File: src/rtl/tile_pkg.sv
package tile_pkg;
    localparam int CFG_W  = 24;
    localparam int CORE_W = CFG_W - 1;
    localparam int NB_N   = 8;
    localparam int SRC_W  = $clog2(NB_N);
    localparam int DIR_N  = 4;
    localparam int RT_W   = $clog2(DIR_N);

    typedef struct packed {
        logic [RT_W-1:0]  w_rt;
        logic [RT_W-1:0]  e_rt;
        logic [RT_W-1:0]  s_rt;
        logic [RT_W-1:0]  n_rt;
        logic             reg_out;
        logic             cval;
        logic             opb_const;
        logic             opa_const;
        logic             opb_inv;
        logic             opa_inv;
        logic [SRC_W-1:0] opb_src;
        logic [SRC_W-1:0] opa_src;
        logic [SRC_W-1:0] steer_src;
    } tile_cfg_t;
endpackage

File: src/rtl/tile_cfg_store.sv
module tile_cfg_store
    import tile_pkg::*;
#(
    parameter int N_CTX = 2,
    localparam int CTX_W = (N_CTX > 1) ? $clog2(N_CTX) : 1
) (
    input  logic             clk,
    input  logic             rst_n,
    input  logic [CTX_W-1:0] ctx_sel,
    input  logic             cfg_we,
    input  logic [CTX_W-1:0] cfg_bank,
    input  logic [CFG_W-1:0] cfg_data,
    output tile_cfg_t        act_cfg
);
    typedef struct packed {
        logic [N_CTX-1:0][CFG_W-1:0] bank;
        logic [CTX_W-1:0]            sel;
    } store_st_t;

    store_st_t st_d, st_q;
    logic [CFG_W-1:0] act_word;

    always_comb begin
        st_d     = st_q;
        st_d.sel = ctx_sel;
        if (cfg_we && (int'(cfg_bank) < N_CTX)) begin
            st_d.bank[cfg_bank] = cfg_data;
        end
        if (!rst_n) begin
            st_d = '0;
        end
    end

    always_ff @(posedge clk) begin
        st_q <= st_d;
    end

    assign act_word = (int'(st_q.sel) < N_CTX) ? st_q.bank[st_q.sel] : '0;
    assign act_cfg  = tile_cfg_t'(act_word[CORE_W-1:0]);

    a_r9_ctx_next: assert property (@(posedge clk) disable iff (!rst_n)
        1'b1 |=> (st_q.sel == $past(ctx_sel)));

    a_r10_active_write: assert property (@(posedge clk) disable iff (!rst_n)
        (cfg_we && cfg_bank == ctx_sel) |=> (act_word == $past(cfg_data)));

    a_r7_hold_words: assert property (@(posedge clk) disable iff (!rst_n)
        !cfg_we |=> $stable(st_q.bank));
endmodule

File: src/rtl/tile_logic.sv
module tile_logic
    import tile_pkg::*;
(
    input  logic                 clk,
    input  logic                 rst_n,
    input  logic [NB_N-1:0]      nb_in,
    input  logic [2:0][SRC_W-1:0] x_src,
    input  logic [1:0]           op_inv,
    input  logic [1:0]           op_const,
    input  logic                 cval,
    input  logic                 reg_out,
    input  logic                 ff_clr,
    output logic                 f_out
);
    typedef struct packed {
        logic ff;
    } logic_st_t;

    logic_st_t st_d, st_q;
    logic [1:0] op;
    logic       steer;
    logic       func;

    assign steer = nb_in[x_src[0]];

    for (genvar j = 0; j < 2; j++) begin : g_op
        assign op[j] = op_const[j] ? cval : (nb_in[x_src[j+1]] ^ op_inv[j]);
    end

    assign func = steer ? op[0] : op[1];

    always_comb begin
        st_d    = st_q;
        st_d.ff = ff_clr ? 1'b0 : func;
        if (!rst_n) begin
            st_d = '0;
        end
    end

    always_ff @(posedge clk) begin
        st_q <= st_d;
    end

    assign f_out = reg_out ? st_q.ff : func;

    a_r6_capture: assert property (@(posedge clk) disable iff (!rst_n)
        !ff_clr |=> (st_q.ff == $past(func)));

    a_r7_clear: assert property (@(posedge clk) disable iff (!rst_n)
        ff_clr |=> (st_q.ff == 1'b0));

    a_r5_const_a: assert property (@(posedge clk) disable iff (!rst_n)
        (op_const[0] && steer) |-> (func == cval));
endmodule

File: src/rtl/tile_route.sv
module tile_route
    import tile_pkg::*;
(
    input  logic                       clk,
    input  logic                       rst_n,
    input  logic [DIR_N-1:0]           dir_in,
    input  logic                       f_in,
    input  logic [DIR_N-1:0][RT_W-1:0] rt_sel,
    output logic [DIR_N-1:0]           dir_out
);
    for (genvar d = 0; d < DIR_N; d++) begin : g_dir
        logic [DIR_N-1:0] cand;
        for (genvar k = 0; k < DIR_N - 1; k++) begin : g_cand
            localparam int SRC = (k < d) ? k : k + 1;
            assign cand[k] = dir_in[SRC];
        end
        assign cand[DIR_N-1] = f_in;
        assign dir_out[d]    = cand[rt_sel[d]];

        a_r8_route_f: assert property (@(posedge clk) disable iff (!rst_n)
            (rt_sel[d] == RT_W'(DIR_N - 1)) |-> (dir_out[d] == f_in));
    end
endmodule

File: src/rtl/dual_ctx_tile.sv
module dual_ctx_tile
    import tile_pkg::*;
#(
    parameter int N_CTX = 2,
    localparam int CTX_W = (N_CTX > 1) ? $clog2(N_CTX) : 1
) (
    input  logic             clk,
    input  logic             rst_n,
    input  logic [CTX_W-1:0] ctx_sel,
    input  logic             cfg_we,
    input  logic [CTX_W-1:0] cfg_bank,
    input  logic [CFG_W-1:0] cfg_data,
    input  logic             ff_clr,
    input  logic [NB_N-1:0]  nb_in,
    output logic             f_out,
    output logic             n_out,
    output logic             s_out,
    output logic             e_out,
    output logic             w_out
);
    tile_cfg_t                  cfg;
    logic                       f_int;
    logic [DIR_N-1:0]           dir_out;
    logic [DIR_N-1:0][RT_W-1:0] rt_sel;
    logic [2:0][SRC_W-1:0]      x_src;

    tile_cfg_store #(.N_CTX(N_CTX)) u_store (
        .clk      (clk),
        .rst_n    (rst_n),
        .ctx_sel  (ctx_sel),
        .cfg_we   (cfg_we),
        .cfg_bank (cfg_bank),
        .cfg_data (cfg_data),
        .act_cfg  (cfg)
    );

    assign x_src = {cfg.opb_src, cfg.opa_src, cfg.steer_src};

    tile_logic u_logic (
        .clk      (clk),
        .rst_n    (rst_n),
        .nb_in    (nb_in),
        .x_src    (x_src),
        .op_inv   ({cfg.opb_inv, cfg.opa_inv}),
        .op_const ({cfg.opb_const, cfg.opa_const}),
        .cval     (cfg.cval),
        .reg_out  (cfg.reg_out),
        .ff_clr   (ff_clr),
        .f_out    (f_int)
    );

    assign rt_sel = {cfg.w_rt, cfg.e_rt, cfg.s_rt, cfg.n_rt};

    tile_route u_route (
        .clk     (clk),
        .rst_n   (rst_n),
        .dir_in  (nb_in[DIR_N-1:0]),
        .f_in    (f_int),
        .rt_sel  (rt_sel),
        .dir_out (dir_out)
    );

    assign f_out = f_int;
    assign n_out = dir_out[0];
    assign s_out = dir_out[1];
    assign e_out = dir_out[2];
    assign w_out = dir_out[3];
endmodule

File: config.mk
export PLATFORM = sky130hd
export DESIGN_NAME = dual_ctx_tile
export DESIGN_NICKNAME = d
export VERILOG_FILES = /design/src/rtl/tile_pkg.sv /design/src/rtl/tile_cfg_store.sv /design/src/rtl/tile_logic.sv /design/src/rtl/tile_route.sv /design/src/rtl/dual_ctx_tile.sv
export SDC_FILE = /design/constraint.sdc
export NUM_CORES = 1
export LEC_CHECK = 0
export BUFFER_PORTS_ARGS = -buffer_cell sky130_fd_sc_hd__buf_2
export CORE_MARGIN = 2
export CORE_UTILIZATION = 55
export CTS_CLUSTER_DIAMETER = 120
export DETAILED_ROUTE_END_ITERATION = 8
export PLACE_DENSITY = 0.83
export SETUP_SLACK_MARGIN = 0.05
export SLEW_MARGIN = 20
export SYNTH_ARGS = -nofsm -noshare
export SYNTH_HDL_FRONTEND = slang
export SYNTH_HIERARCHICAL = 1
export SYNTH_SLANG_ARGS = --single-unit
export TNS_END_PERCENT = 50
File: constraint.sdc
create_clock -name clk -period 8.2 [get_ports clk]
set_input_delay 0.82 -clock clk [delete_from_list [all_inputs] [get_ports clk]]
set_output_delay 0.82 -clock clk [all_outputs]
set_load 0.05 [all_outputs]
Word level (Yosys, flattened, before mapping). Index checks and enable logic that the tools add are counted.

Magnitude comparators: 10. Mux-type cells: 23. Bitwise operators: 3. Reductions and logical operators: 2.

Operators with widths (number): $bwmux 48 (1); $mux 23 (2); $demux 24 s1 (1); $mux 24 (1); $lt 2x3->1 const B (4); $lt 3x4->1 const B (3); $mux 1 (11); $bmux 1 s3 (3); $bmux 1 s2 (4); $lt 1x2->1 const B (2); $reduce_or 2->1 (1); $xor 1x1->1 (2); $ge 1x1->1 const B (1); $logic_and 1x1->1 (1); $not 1->1 (1).

Register bits after elaboration: 50. Output and inout bits: 5. Word-level logic and storage cells: 42.

Longest topological paths before layout.
Word-level depth: 10. Depth in mapped cells: 9.

Cells and area by module. Netlist, hierarchy kept.

By module, submodules not included: tile_cfg_store (instances 1, cells an instance 204, area each 2054.5 µm², sequential area each 940.9 µm²); tile_logic (instances 1, cells an instance 27, area each 289.0 µm², sequential area each 20.0 µm²); tile_route (instances 1, cells an instance 4, area each 90.1 µm², sequential area each 0.0 µm²).

Worst setup path before layout. Ideal clock, no wire load.

Kind: reg-to-output. Start: register u_store/st_q[0] (netlist name). End: output port e_out. Arrival: 3.604 ns. Slack: 3.776 ns. Cell stages (with the launch flop): 10. Path buffers: 2. Cells stage by stage: dfxtp_1 > buf_4 > mux2_2 > buf_4 > mux2i_1 > mux4_2 > or3_1 > a32o_1 > o21ai_1 > mux4_2.

RTL lines: from (decl) (line tile_cfg_store.sv:20) `store_st_t st_d, st_q;`; from (signal assigned) (line tile_cfg_store.sv:35) `st_q <= st_d;`; to (decl) (line dual_ctx_tile.sv:18) `output logic e_out,`.

==> summary.md <==
| Metric | Value |
|---|---|
| Relative slew slack | `57.0%` |
| Syn avg cell area | `10.4 um^2` |
| Largest net degree at the start of global routing | `72` |
| Initial Utilization | `56.7%` |
| # hold bufs at CTS | `0` |
| Layout area overhead | `11.5%` |
| Leakage | `0.00120 uW` |
| Routed wire per std cell | `14.3 um` |
| Resize count post-CTS | `0` |
| Setup crit end kind | `primary output` |
| Worst vdd ir | `0.126 mV` |
| Hold Crit Class | `reg2reg` |
| Data required, critical path | `7380 ps` |
| Outcome | `complete, no violations` |
| Top-area cell type share of the netlist area | `39.5%` |
| Number of global-route vias before repair | `1675` |
| Detailed Route WL | `4600 um` |
| CTS tree | `done` |
| Hold Fails Final Rpt | `0` |
| Initial drt markers | `131` |
| Area leader, netlist | `dfxtp_1` |
| Root Driver | `clkbuf_8` |
| Die width | `70.5 um` |
| Rows | `24` |
| Setup CP Type | `reg2out` |
| Die ar. | `4970 um^2` |
| Worst Setup Start Kind | `flip-flop` |
| Vias per cell | `5.40` |
| Clk buf depth | `2` |
| Num CTS Buffers | `5` |
| Sequential share of the synthesized area | `39.5%` |
| Maxcap violations | `0` |
| Placed cells | `313` |
| Filler Cells Inserted | `361` |
| Period utilization | `52.1%` |
| Initial antenna violation count | `0` |
| Worst Tran Pin Value | `645 ps` |
| First-pass GRT wire length | `7570 um` |
| Global-route congestion overflow total | `0` |
| GRT Util Overall | `19.6%` |
| Fin worst setup slack | `3930 ps` |
| Reg2Reg Launch Point | `u_store/st_q[0]$_SDFF_PN0_` |
| Drc violations | `0` |
| Area contributors post-synth | `dfxtp_1, mux2i_1, nand2_1` |
| Yosys synthesis warning count | `6` |
| Worst hold start | `u_store/st_q[32]$_SDFFE_PN0P_` |
| Mapped cell area | `2430 um^2` |
| Antenna Cells | `0` |
| Clock sink total | `48` |
| Clock Skew | `3.86 ps` |
| Core Region | `4290 um^2` |
| Top Ports | `43` |
| CP arrival | `3450 ps` |
| Critical path peak fanout | `23` |
| Ratio of cells with drive above 1 in the final layout | `31.2%` |
| Hold Slack | `458 ps` |
| Cell Pwr Density | `188 nW/um^2` |
| Mapped Cells | `235` |
| Final net count | `306` |
| Synth cell types | `20` |
| RSZ-0062 raised after global routing | `no` |
| Crit path from | `u_store/st_q[0]$_SDFF_PN0_` |
| CTS clk-pin slew, worst paths | `90 ps` |
| Non-filler cells, final | `321` |
| Setup Fix Bufs, Post-CTS | `0` |
| Detailed Place HPWL | `3080 um` |
| DRT Pass-1 Iters | `4` |
| Worst-Skew Late Latency | `300 ps` |
| Slew Limit Fails | `0` |
| Final core utilization | `63.2%` |
| TNS Setup | `0 ps` |
| #FFs+latches synth | `48` |
| Detailed-route via count | `1732` |
| Fmax | `234 MHz` |
| H-tree levels | `2` |
| Die H | `70.5 um` |
| Routability cong. | `0.732` |
| Post-Syn Nets | `273` |
| Post-place setup slack | `4270 ps` |
| Setup violators final | `0` |
| Tmin final | `4270 ps` |
| I/O Buffers | `41` |
| Antenna Nets Post-Route | `0` |
==> per-stage QoR <==
step	area [um^2]	power (uW)
2_1_floorplan	2430	325
3_3_place_gp	2600	342
3_5_place_dp	2600	345
4_1_cts	2710	512
5_1_grt	2710	528
6_report	2710	509
==> logic make-up (layout without fill, tap and decap cells) <==
family | count (synthesis) | in the layout | synth area share (%)
AOI/OAI and AO/OA | 4 | 4 | 1.13
muxes | 87 | 87 | 41.1
buffers and inverters | 18 | 52 | 5.24
DFF | 48 | 48 | 39.5
and+or+nand+nor | 78 | 78 | 13.1
==> layout by cell type (no fill, tap or decap) <==
cell,instances
nand3b_1,1
nor2_1,1
mux2_2,23
nand2_1,70
buf_2,40
nor2b_1,1
and2_1,2
buf_4,4
mux4_2,8
clkinv_2,1
clkinvlp_4,1
or3_1,1
a21boi_0,1
bufinv_16,1
a32o_1,1
nand2b_1,1
o21ai_1,1
dfxtp_1,48
clkbuf_8,5
a21oi_1,1
mux2i_1,56
nor3b_2,1
==> metal layers <==
layer	wire length (um)	vias up	part of all wire (%)	track usage, %
li1	-	875	-	-
met1	1950	826	42	22.8
met2	2420	25	53	34.3
met3	146	6	3.2	4.91
met4	74	0	1.6	7.91
met5	0	-	0	0
==> worst paths after layout <==
path / to / slack, ps / cells after the start
worst max-delay path: n_out / 3930 / 9
worst min-delay path: u_store/st_q[32]$_SDFFE_PN0P_ / 460 / 2
worst min register to register: u_store/st_q[32]$_SDFFE_PN0P_ / 460 / 2
worst max register to register: u_logic/st_q$_SDFF_PP0_ / 5670 / 7
==> worst max-delay path: stages (launching register included) <==
cell     delay, ps
dfxtp_1        310
buf_4          300
mux2_2         450
mux2i_1        140
mux4_2         490
or3_1          320
a32o_1         280
o21ai_1        300
mux4_2         290
buf_2          260
==> synth_stat cells <==
master,instances
or3_1,1
nand2_1,70
nand2b_1,1
nor2b_1,1
mux4_2,8
clkbuf_1,1
a21oi_1,1
dfxtp_1,48
mux2i_1,56
buf_6,5
a21boi_0,1
and2_1,2
nor2_1,1
nand3b_1,1
buf_2,9
nor3b_2,1
mux2_2,23
buf_4,3
o21ai_1,1
a32o_1,1
==> state kept, by name, indices dropped and copies added (netlist names) <==
register	cells
u_logic/st_q	1
u_store/st_q	47
==> where the power goes <==
group / switching (uW) / internal [uW]
combinational: 49.5 / 39.2
sequential: 5.68 / 245
clock: 79.0 / 90.2
total: 134 / 375
==> layout make-up <==
cell class,count,area [um^2],share of cell area (%)
multi-input cells,169,1350,49.6
repair buffers,44,230,8.49
well taps,52,65.1,2.40
clock buffers,5,68.8,2.54
flip-flops and latches,48,961,35.4
clock inverters,3,42.5,1.57
No activity file was read; power rests on OpenSTA's default activity.
